File: config.mk
export PLATFORM = sky130hd
export DESIGN_NAME = pwmx_channel
export DESIGN_NICKNAME = d
export VERILOG_FILES = /design/src/rtl/pwmx_pkg.sv /design/src/rtl/pwmx_regs.sv /design/src/rtl/pwmx_prescale.sv /design/src/rtl/pwmx_wavegen.sv /design/src/rtl/pwmx_channel.sv
export SDC_FILE = /design/constraint.sdc
export NUM_CORES = 1
export LEC_CHECK = 0
export BUFFER_PORTS_ARGS = -buffer_cell sky130_fd_sc_hd__buf_2
export CAP_MARGIN = 10
export CORE_MARGIN = 2
export CORE_UTILIZATION = 50
export CTS_CLUSTER_DIAMETER = 120
export DETAILED_ROUTE_END_ITERATION = 12
export PLACE_DENSITY = 0.7
export SLEW_MARGIN = 10
export SYNTH_ARGS = -nofsm -noshare
export SYNTH_HDL_FRONTEND = slang
export SYNTH_SLANG_ARGS = --single-unit
export TNS_END_PERCENT = 5
File: constraint.sdc
create_clock -name clk -period 4.99 [get_ports clk]
set_input_delay 0.499 -clock clk [delete_from_list [all_inputs] [get_ports clk]]
set_output_delay 0.499 -clock clk [all_outputs]
set_load 0.05 [all_outputs]
File: src/rtl/pwmx_pkg.sv
// Package: shared control-word layout and the prescaler ratio table.
// Assumes an 8-bit control word; the bit order is what software writes.
package pwmx_pkg;

    localparam int DIV_W = 17;   // wide enough for the 72000 ratio

    typedef struct packed {
        logic       bypass;    // [7] raw clock to pin
        logic       act_high;  // [6] active level is high
        logic       gate;      // [5] clock gate open
        logic       enable;    // [4] channel enable
        logic [3:0] code;      // [3:0] prescaler select
    } pwmx_ctrl_t;

    localparam int CTRL_W = $bits(pwmx_ctrl_t);

    // Map a prescaler code to its divide ratio; zero marks an invalid code.
    function automatic logic [DIV_W-1:0] ratio_of(input logic [3:0] code,
                                                   input bit        has_div1);
        logic [DIV_W-1:0] r;
        case (code)
            4'd0:    r = DIV_W'(120);
            4'd1:    r = DIV_W'(180);
            4'd2:    r = DIV_W'(240);
            4'd3:    r = DIV_W'(360);
            4'd4:    r = DIV_W'(480);
            4'd8:    r = DIV_W'(12000);
            4'd9:    r = DIV_W'(24000);
            4'd10:   r = DIV_W'(36000);
            4'd11:   r = DIV_W'(48000);
            4'd12:   r = DIV_W'(72000);
            4'd15:   r = has_div1 ? DIV_W'(1) : '0;
            default: r = '0;
        endcase
        return r;
    endfunction

endpackage

File: src/rtl/pwmx_regs.sv
// Module: control and period registers with write decode and readback.
// Assumes one write per cycle at most; readback is combinational.
module pwmx_regs
    import pwmx_pkg::*;
#(
    parameter int CNT_W = 16,
    localparam int DATA_W = 2 * CNT_W
) (
    input  logic              clk,
    input  logic              rst_n,
    input  logic              wr_en,
    input  logic              wr_sel,
    input  logic [DATA_W-1:0] wr_data,
    input  logic              rd_sel,
    output logic [DATA_W-1:0] rd_data,
    output pwmx_ctrl_t        ctrl,
    output logic [CNT_W-1:0]  prd,
    output logic [CNT_W-1:0]  dty
);

    // Capture register writes.
    always_ff @(posedge clk) begin
        if (!rst_n) begin
            ctrl <= '0;
            prd  <= '0;
            dty  <= '0;
        end else if (wr_en) begin
            if (wr_sel) begin
                prd <= wr_data[DATA_W-1:CNT_W];
                dty <= wr_data[CNT_W-1:0];
            end else begin
                ctrl <= pwmx_ctrl_t'(wr_data[CTRL_W-1:0]);
            end
        end
    end

    // Select the register shown on the readback port.
    always_comb begin
        if (rd_sel) rd_data = {prd, dty};
        else        rd_data = {{(DATA_W-CTRL_W){1'b0}}, ctrl};
    end

endmodule

File: src/rtl/pwmx_prescale.sv
// Module: turns the source clock into one tick every RATIO cycles.
// Assumes ratio is nonzero whenever run is high; restarts while idle.
module pwmx_prescale
    import pwmx_pkg::*;
(
    input  logic             clk,
    input  logic             rst_n,
    input  logic             run,
    input  logic [DIV_W-1:0] ratio,
    output logic             tick,
    output logic [DIV_W-1:0] div_cnt
);

    // A tick fires on the last cycle of each division window.
    assign tick = run && (div_cnt == ratio - DIV_W'(1));

    // Advance the division counter, clearing it on a tick or while idle.
    always_ff @(posedge clk) begin
        if (!rst_n)            div_cnt <= '0;
        else if (!run || tick) div_cnt <= '0;
        else                   div_cnt <= div_cnt + DIV_W'(1);
    end

endmodule

File: src/rtl/pwmx_wavegen.sv
// Module: period counter with shadowed period/duty, giving the active phase.
// Assumes a new shadow value is picked up only at a period boundary or idle.
module pwmx_wavegen #(
    parameter int CNT_W = 16
) (
    input  logic             clk,
    input  logic             rst_n,
    input  logic             run,
    input  logic             tick,
    input  logic [CNT_W-1:0] shd_prd,
    input  logic [CNT_W-1:0] shd_dty,
    output logic             active,
    output logic [CNT_W-1:0] cnt,
    output logic [CNT_W-1:0] act_prd,
    output logic [CNT_W-1:0] act_dty
);

    logic [CNT_W-1:0] eff_prd;
    logic             last;

    // A zero period behaves as a one-tick period.
    assign eff_prd = (act_prd == '0) ? CNT_W'(1) : act_prd;
    assign last    = (cnt >= eff_prd - CNT_W'(1));

    // Count ticks through the period and reload shadow values at its end.
    always_ff @(posedge clk) begin
        if (!rst_n) begin
            cnt     <= '0;
            act_prd <= '0;
            act_dty <= '0;
        end else if (!run) begin
            cnt     <= '0;
            act_prd <= shd_prd;
            act_dty <= shd_dty;
        end else if (tick) begin
            if (last) begin
                cnt     <= '0;
                act_prd <= shd_prd;
                act_dty <= shd_dty;
            end else begin
                cnt <= cnt + CNT_W'(1);
            end
        end
    end

    // Active during the first act_dty ticks of the period.
    assign active = run && (cnt < act_dty);

endmodule

File: src/rtl/pwmx_channel.sv
// Module: top of one PWM channel; the bypass bit muxes the raw clock to the pin.
// Assumes clk is the source clock and may be used as data for the bypass path.
module pwmx_channel
    import pwmx_pkg::*;
#(
    parameter int CNT_W    = 16,
    parameter bit HAS_DIV1 = 1'b1,
    localparam int DATA_W  = 2 * CNT_W
) (
    input  logic              clk,
    input  logic              rst_n,
    input  logic              wr_en,
    input  logic              wr_sel,
    input  logic [DATA_W-1:0] wr_data,
    input  logic              rd_sel,
    output logic [DATA_W-1:0] rd_data,
    output logic              pwm_out
);

    pwmx_ctrl_t       ctrl;
    logic [CNT_W-1:0] prd, dty;
    logic [DIV_W-1:0] ratio, div_cnt;
    logic             running, tick, active, level;
    logic [CNT_W-1:0] cnt, act_prd, act_dty;

    pwmx_regs #(.CNT_W(CNT_W)) u_regs (
        .clk(clk), .rst_n(rst_n), .wr_en(wr_en), .wr_sel(wr_sel),
        .wr_data(wr_data), .rd_sel(rd_sel), .rd_data(rd_data),
        .ctrl(ctrl), .prd(prd), .dty(dty)
    );

    // Decode the divide ratio and the run condition.
    assign ratio   = ratio_of(ctrl.code, HAS_DIV1);
    assign running = ctrl.enable && ctrl.gate && (ratio != '0);

    pwmx_prescale u_pre (
        .clk(clk), .rst_n(rst_n), .run(running), .ratio(ratio),
        .tick(tick), .div_cnt(div_cnt)
    );

    pwmx_wavegen #(.CNT_W(CNT_W)) u_wave (
        .clk(clk), .rst_n(rst_n), .run(running), .tick(tick),
        .shd_prd(prd), .shd_dty(dty), .active(active),
        .cnt(cnt), .act_prd(act_prd), .act_dty(act_dty)
    );

    // Apply polarity, then let bypass override everything.
    assign level   = ctrl.act_high ? active : !active;
    assign pwm_out = ctrl.bypass ? clk : level;

endmodule

* Word-level counts from Yosys, hierarchy flattened
Memory sizes are Yosys's and may differ from the RTL's. A register that Yosys moved wholly into a read port is not among the register bits.
Cells that the tools add are included.
** Cells by class
- $add $sub $neg :: 4
- Divide/modulo/power cells :: 0
- Multipliers :: 0
- Shift-type cells :: 0
- Bitwise operators :: 2
- Order comparisons :: 2
- Reduce and logical (&&, ||, !) cells :: 14
- Equal/unequal tests :: 3
- Muxes and demuxes :: 13
** Operator list (count)
- 16-bit two-way mux :: 8
- 32-bit two-way mux :: 1
- 17-bit by 1-bit adder with 17-bit output, second input constant :: 1
- 17-bit equality test :: 1
- 17-bit nonzero test :: 1
- 17-bit by 1-bit subtractor with 17-bit output, second input constant :: 1
- 16-bit by 1-bit adder with 16-bit output, second input constant :: 1
- 16-bit greater-or-equal comparator :: 1
- 16-bit logical NOT :: 1
- 16-bit less-than comparator :: 1
- 16-bit by 1-bit subtractor with 16-bit output, second input constant :: 1
- 4-bit two-way mux :: 2
- 2-bit AND reduction :: 4
- 1-bit logical AND :: 4
- 1-bit logical NOT :: 2
- 1-bit two-way mux :: 2
- 2-bit by 1-bit inequality test with 1-bit output, second input constant :: 1
- 2-bit inequality test, second input constant :: 1
- 1-bit inverter :: 2
- 2-bit OR reduction :: 1
- 1-bit logical OR :: 1
** Storage, ports and cells
- Output and inout port bits :: 33
- Bits in writable memories :: 0
- Logic and storage cells :: 50
- Memories :: 1
- ROM bits :: 256
- Input bits :: 37
- Latch bits :: 0
- Register bits :: 105
** Memories
- (no name shown) :: words 16, width 16, read ports 1, clocked after memory_dff 1, wr ports 0, line pwmx_pkg.sv:21 : case (code)

* Logic depth before layout (Yosys ltp)
Gate-level depths: netlist of run 1.
- Depth after elaboration :: 7
- Gate-level depth with buffers :: 20
- Mapped depth without buffers :: 19

* Hierarchy
From an unflattened synthesis of run 1, not the netlist that was laid out.
** Unflattened totals
- Cell total of the unflattened synthesis :: 756
- Area total of the unflattened synthesis :: 6307.3 um^2
** Modules (own cells, without submodules)
- pwmx_wavegen :: instances 1, sequential area each 960.9 um^2, cells an instance 353, area each 3022.9 um^2
- pwmx_regs :: instances 1, sequential area each 800.8 um^2, cells an instance 208, area each 1791.7 um^2
- pwmx_prescale :: instances 1, sequential area each 340.3 um^2, cells an instance 156, area each 1266.2 um^2
- pwmx_channel :: instances 1, sequential area each 0.0 um^2, cells an instance 39, area each 226.5 um^2

==> results of run 1 <==
## worst paths after layout
| kind | slack, ps | endpoint | start |
|---|---|---|---|
| max | 830 | u_wave.act_prd[10] | u_wave.act_prd[9] |
| min | 210 | u_regs.prd[4] | wr_data[20] |
| max reg2reg | 830 | u_wave.act_prd[10] | u_wave.act_prd[9] |
| min reg2reg | 450 | u_wave.act_dty[11] | u_wave.act_dty[11] |
## logic make-up after synthesis
group,count (synthesis),synth area share [%]
simple gates,347,26.8
compound gates,135,13.7
flops,120,38.0
buf+inv,70,4.35
xor+xnor,52,7.20
fa+ha+maj,38,7.52
mux,14,2.35
## critical path, cell delays in order, from the launching register on
cell and delay [ps]:
dfxtp_1 360, or4_1 600, nor3_1 170, nand3b_1 110, nor4_1 180, nor2_1 100, ha_1 230, nand3_1 140
nor4_1 80, xnor2_1 140, ha_1 190, a21o_1 150, a21o_1 170, a21oi_1 130, o21ai_0 110, a21oi_1 410
o31ai_4 120, buf_4 330, nand3_1 180, o21ai_1 80
## power breakdown
group / internal (mW) / total, mW / switching [mW]
combinational: 0.109 / 0.273 / 0.164
clock: 0.939 / 1.40 / 0.465
sequential: 0.988 / 1.02 / 0.0301
total: 2.04 / 2.70 / 0.659
## final cells by class
class / instances / area, µm² / area share [%]
clock inverters: 10 / 141 / 1.90
inverters: 33 / 124 / 1.66
multi-input cells: 586 / 3650 / 49.0
well taps: 172 / 215 / 2.89
flip-flops and latches: 120 / 2400 / 32.3
repair buffers: 70 / 355 / 4.77
clock buffers: 25 / 561 / 7.53
## routing by layer
metal,up-vias,part of all wire [%],global-route usage (%)
met2,156,44,35.5
li1,2781,-,-
met4,0,1.9,9.21
met3,23,5.5,7.47
met1,2561,49,32.7
met5,-,0,0
## flip-flops by register name, summed over array words and instances, names as in the netlist
name / flops
u_wave.act_prd: 16
u_pre.div_cnt: 17
ratio: 15
u_regs.ctrl: 8
u_wave.cnt: 16
u_wave.act_dty: 16
u_regs.dty: 16
u_regs.prd: 16
## through the flow
step	utilization, %	setup WS (ps)	power [mW]
detailed placement	54.1	937	1.31
finish	59.7	835	2.70
global placement	54.1	1090	1.30
CTS	59.7	878	2.71
global route	59.7	432	2.79
floorplan	-	1410	1.24
## cells in the mapped netlist, types with 11 or more instances
cell type / count / area (µm²)
xnor2_1: 25 / 219
a21oi_1: 23 / 115
xor2_1: 27 / 236
dfxtp_1: 120 / 2400
inv_1: 33 / 124
nand4_1: 13 / 81.3
nor2_1: 53 / 199
o21ai_1: 36 / 180
nand3_1: 56 / 280
and2_1: 27 / 169
nor3_1: 11 / 55.1
ha_1: 38 / 475
a21boi_0: 32 / 240
clkbuf_1: 27 / 101
nand2_1: 124 / 465
## cell usage in the layout (no fill, tap or decap), types with 3 or more instances in the layout
| cell | n |
|---|---|
| nand2b_1 | 6 |
| nand4_1 | 13 |
| nor2_1 | 53 |
| bufinv_16 | 3 |
| nor2b_1 | 8 |
| nor4_1 | 9 |
| clkbuf_16 | 20 |
| and2_1 | 27 |
| ha_1 | 38 |
| o31ai_1 | 6 |
| mux2i_1 | 7 |
| clkbuf_8 | 4 |
| or3_1 | 7 |
| a21o_1 | 10 |
| xor2_1 | 27 |
| and3_1 | 8 |
| inv_1 | 33 |
| nor3_1 | 11 |
| dfxtp_1 | 120 |
| mux2_2 | 7 |
| o21ai_1 | 36 |
| nand2_1 | 124 |
| buf_2 | 69 |
| or4_1 | 10 |
| a211oi_1 | 3 |
| xnor2_1 | 25 |
| a21boi_0 | 32 |
| a21oi_1 | 23 |
| nand3_1 | 56 |
| o21ai_0 | 10 |
==> impl_results.md, run 1 <==
* Status: complete, no violations
* P_leak at around 3.0 nW
* Core box area at around 12,000 µm²
* CTS Hold Bufs at 0
* Worst Setup Path Type: reg -> reg
* Final setup viols at 0
* Total Wirelength at ~15 mm
* Post-route insts no fill at 1,016
* Post-synth ARST share at 0%
* Setup TNS at 0 ps
* YS warnings at 0
* Final period util at a little over four fifths
* I/O pin count at 70
* Die width at 116 µm
* Placed Cells at 982
* Vias in the first global route at approximately 5.3k
* CTS tree: built
* Fillers at between 1k and 1.5k
* Initial core utilization at between 50 and 60%
* Largest net degree at the start of global routing at 65
* Die Area at between 10,000 and 15,000 µm²
* Port buffer count at between 60 and 70
* EDFF count, synth at 0
* Synth Cell Area at roughly 6300 µm²
* Hold Slack at about 210 ps
* Synthesized area per cell at a little over 8 µm²
* Syn Inst Count at about 780
* Hold Path Depth at 3
* Final hold vios at 0
* Initial antenna violation count at 0
* Final net count at 907
* Crit start category: flop
* Achievable Freq at ~240 MHz
* Post-synthesis sequential area ratio at between 30% and 40%
* CP required at ~5400 ps
* Drt first-iter violations at 291
* Final instance area at roughly 7400 µm²
* Syn_nets at roughly 850
* Drt pass-1 iters at 4
* Ant. Diodes at 0
* Main synth FF type: dfxtp_1
* Critical path endpoint category: flop
* Via count at between 5k and 6k
* # rows at 41
* Total GRT Usage at between 20% and 30%
* Slew of the pin with the lowest slew margin at about 1100 ps
* Post-CTS Setup Repair Bufs at 0
* Crit path time final at between 4000 and 5000 ps
* Wire per inst at 14.6 µm
* Peak VDD IR at approximately 250 µV
* Crit path max fanout at 64
* Clock-pin slew on the worst setup and hold paths at ~60 ps
* Synth Register Bits at 120
* PD cells at around 360 nW/µm²
* Max_cap viols at 0
* Die H at around 120 µm
* Aggregate global routing overflow at 0
* Crit path DAT at 4550 ps
* Relative slew slack at 25.9%
* Worst skew pair latency at roughly 540 ps
* RSZ-0062 raised after global routing: false
* Synthesis-to-layout area growth at 17.7%
* Area post-placement at 6750 µm²
* Final ANT Viol Nets at 0
* Netlist cell types at 52
* First-pass GRT wire length at 25.3 mm
* Register-to-Register Path Depth at 19
* DP Wirelength at about 11 mm
* Max-slew violations at 0
* Clock Skews at between 10 and 15 ps
* Vias per inst at about 5.4
* DRC at 0
* Final Wtd Congestion at a little under 0.9
* Share of layout cells above drive strength 1 at about 14%
* Worst hold path class: in -> reg
* CTS resizes at 0
Power figures use the tool's default switching activity.
==> run 2: changes to the inputs <==
PLACE_DENSITY = 0.72   (was 0.7)
clock period = 3.7 ns   (was 4.99 ns; I/O delays follow)
==> run 2 against run 1 <==
Net effect:
- die area did not move
- combinational power rose by 41%
- clock-buffer cell count rose by 1
- global-route usage rose by 0.18 points
- non-clock buffer count rose by 13
- highest routed layer unchanged
==> impl_results.md, run 2 (synthesis gave the netlist of run 1 again) <==
* Status: complete, no violations (unchanged)
* Worst Setup Path Type: reg -> reg (unchanged)
* Critical path endpoint category: flop (unchanged)
* Port buffer count at 69 (unchanged)
* Final setup viols at 0 (unchanged)
* Met3 usage at 6.12% (was 7.47%)
* Initial antenna violation count at 0 (unchanged)
* Via count at 5,649 (was 5,521)
* Vias per inst at 5.48 (was 5.43)
* P_leak at 3.07 nW (was 2.97 nW)
* Final period util at 96.4% (was 83.3%)
* DRC at 0 (unchanged)
* Final ANT Viol Nets at 0 (unchanged)
* Max reg flops at 17 (unchanged)
* Worst hold start: wr_data[20] (unchanged)
* Crit path DAT at 3980 ps (was 4550 ps)
* CTS Hold Bufs at 0 (unchanged)
* Synthesis-to-layout area growth at 21.0% (was 17.7%)
* Die width at 116 µm (unchanged)
* Commonest non-fill, non-tap cell in the layout: nand2_1 (unchanged)
* Peak VDD IR at 396 µV (was 249 µV)
* Core box area at 12,500 µm² (unchanged)
* # rows at 41 (unchanged)
* Hold Path Depth at 3 (unchanged)
* Total GRT Usage at 24.1% (was 24.0%)
* Worst skew pair latency at 530 ps (was 540 ps)
* Total Wirelength at 15.4 mm (was 14.8 mm)
* Achievable Freq at 280 MHz (was 241 MHz)
* Wire per inst at 14.9 µm (was 14.6 µm)
* Share of layout cells above drive strength 1 at 16.1% (was 14.1%)
* Register area at 2400 µm² (unchanged)
* Ant. Diodes at 0 (unchanged)
* I/O pin count at 70 (unchanged)
* First-pass GRT wire length at 25.6 mm (was 25.3 mm)
* RSZ-0062 raised after global routing: true (was false)
* Setup TNS at 0 ps (unchanged)
* CP required at 4120 ps (was 5390 ps)
* Met2 usage at 37.0% (was 35.5%)
* Final hold vios at 0 (unchanged)
* Vias in the first global route at 5,252 (was 5,330)
* Top Usage Layer GRT: met2 (unchanged)
* Final net count at 920 (was 907)
* Hold Path Sink: u_regs.prd[4] (unchanged)
* Top reg by flops: u_pre.div_cnt (unchanged)
* Met1 usage at 33.1% (was 32.7%)
* Crit path max fanout at 16 (was 64)
* Max-slew violations at 0 (unchanged)
* Initial core utilization at 50.7% (unchanged)
* Register-to-Register Path Depth at 17 (was 19)
* Slew of the pin with the lowest slew margin at 1070 ps (was 1110 ps)
* Post-layout util at 61.4% (was 59.7%)
* Multi-input gate area at 3680 µm² (was 3650 µm²)
* Die Area at 13,600 µm² (unchanged)
* Drt first-iter violations at 382 (was 291)
* Largest net degree at the start of global routing at 61 (was 65)
* Commonest cells after routing, fill and taps aside: nand2_1 (124), dfxtp_1 (120), buf_2 (69), nand3_1 (55), nor2_1 (53) (was nand2_1 (124), dfxtp_1 (120), buf_2 (69), nand3_1 (56), nor2_1 (53))
* Place WS at -47.3 ps (was 937 ps)
* Fillers at 1,066 (was 1,071)
* Reg2reg setup slack at 130 ps (was 830 ps)
* DP Wirelength at 10.8 mm (was 10.7 mm)
* Worst hold path class: in -> reg (unchanged)
* Drt pass-1 iters at 6 (was 4)
* Max_cap viols at 0 (unchanged)
* Crit path time final at 3570 ps (was 4160 ps)
* Final Wtd Congestion at 0.943 (was 0.886)
* Die H at 116 µm (unchanged)
* PD cells at 482 nW/µm² (was 362 nW/µm²)
* CTS tree: built (unchanged)
* Clock Skews at 8.39 ps (was 12.6 ps)
* Crit start category: flop (unchanged)
* FF-to-FF End: u_wave.act_dty[12] (was u_wave.act_prd[10])
* Aggregate global routing overflow at 0 (unchanged)
* Relative slew slack at 29.0% (was 25.9%)
* FF-to-FF Start: u_wave.act_prd[9] (unchanged)
* Clock-pin slew on the worst setup and hold paths at 50 ps (was 60 ps)
* Setup ws final at 134 ps (was 835 ps)
-- run 2: stage by stage --
stage          std cells  cell area (µm²)  hold WS (ps)  total power, mW
5_1_grt             1030             7650          82.5             3.83
3_3_place_gp         992             6840           441             1.76
3_5_place_dp         992             6840           442             1.77
6_report            1030             7650          82.2             3.69
4_1_cts             1029             7590          70.4             3.70
2_1_floorplan        776             6320           428             1.67
-- run 2: how the worst max path moves through the flow --
stage,startpoint,endpoint,slack [ps],cells after the start
floorplan,u_wave.act_prd[9],u_wave.act_dty[0],190,19
global placement,u_wave.act_prd[9],u_wave.act_dty[2],70,19
detailed placement,u_wave.act_prd[9],u_wave.act_prd[15],-50,19
CTS,u_wave.act_prd[9],u_wave.act_prd[1],10,19
global route,u_wave.act_prd[9],u_wave.act_prd[13],-70,17
finish,u_wave.act_prd[9],u_wave.act_dty[12],130,17
-- run 2: report_power, final --
part           internal, mW  leakage (nW)  switching (mW)
registers              1.33         0.975          0.0403
logic                 0.156          1.75           0.230
clock network          1.32         0.348           0.610
-- run 2: final cells by class --
type                       instances  area share, %
tap                              172           2.81
timing repair buffer              83           6.62
sequential                       120           31.4
multi-input combinational        586           48.1
clock inverter                    10           2.17
clock buffer                      26           7.24
inverter                          33           1.62
-- run 2: layer usage --
metal / part of all wire, % / wire length (µm) / vias up
met5: 0 / 0 / -
met3: 6.2 / 951 / 20
met2: 45 / 6870 / 164
met1: 48 / 7360 / 2656
met4: 1.3 / 194 / 0
li1: - / - / 2809
-- run 2: what timing repair did --
item / in CTS / in global routing
pin swaps: 1 / 1
setup buffers: 1 / 0
cloned: 1 / 1
resized for setup: 2 / 10
setup endpoints to repair: 33 / 48
-- run 2: critical path: stages (launching register included) --
cell	delay, ps
dfxtp_1	310
or4_1	540
nor3_1	150
nand3b_1	130
nor4_2	170
nor2_1	100
ha_2	220
nand2_1	120
nor3_1	70
xnor2_1	130
ha_1	280
o21ai_0	90
a211oi_1	320
a21oi_2	130
o31ai_4	270
buf_6	180
clkbuf_16	170
o21ai_1	70
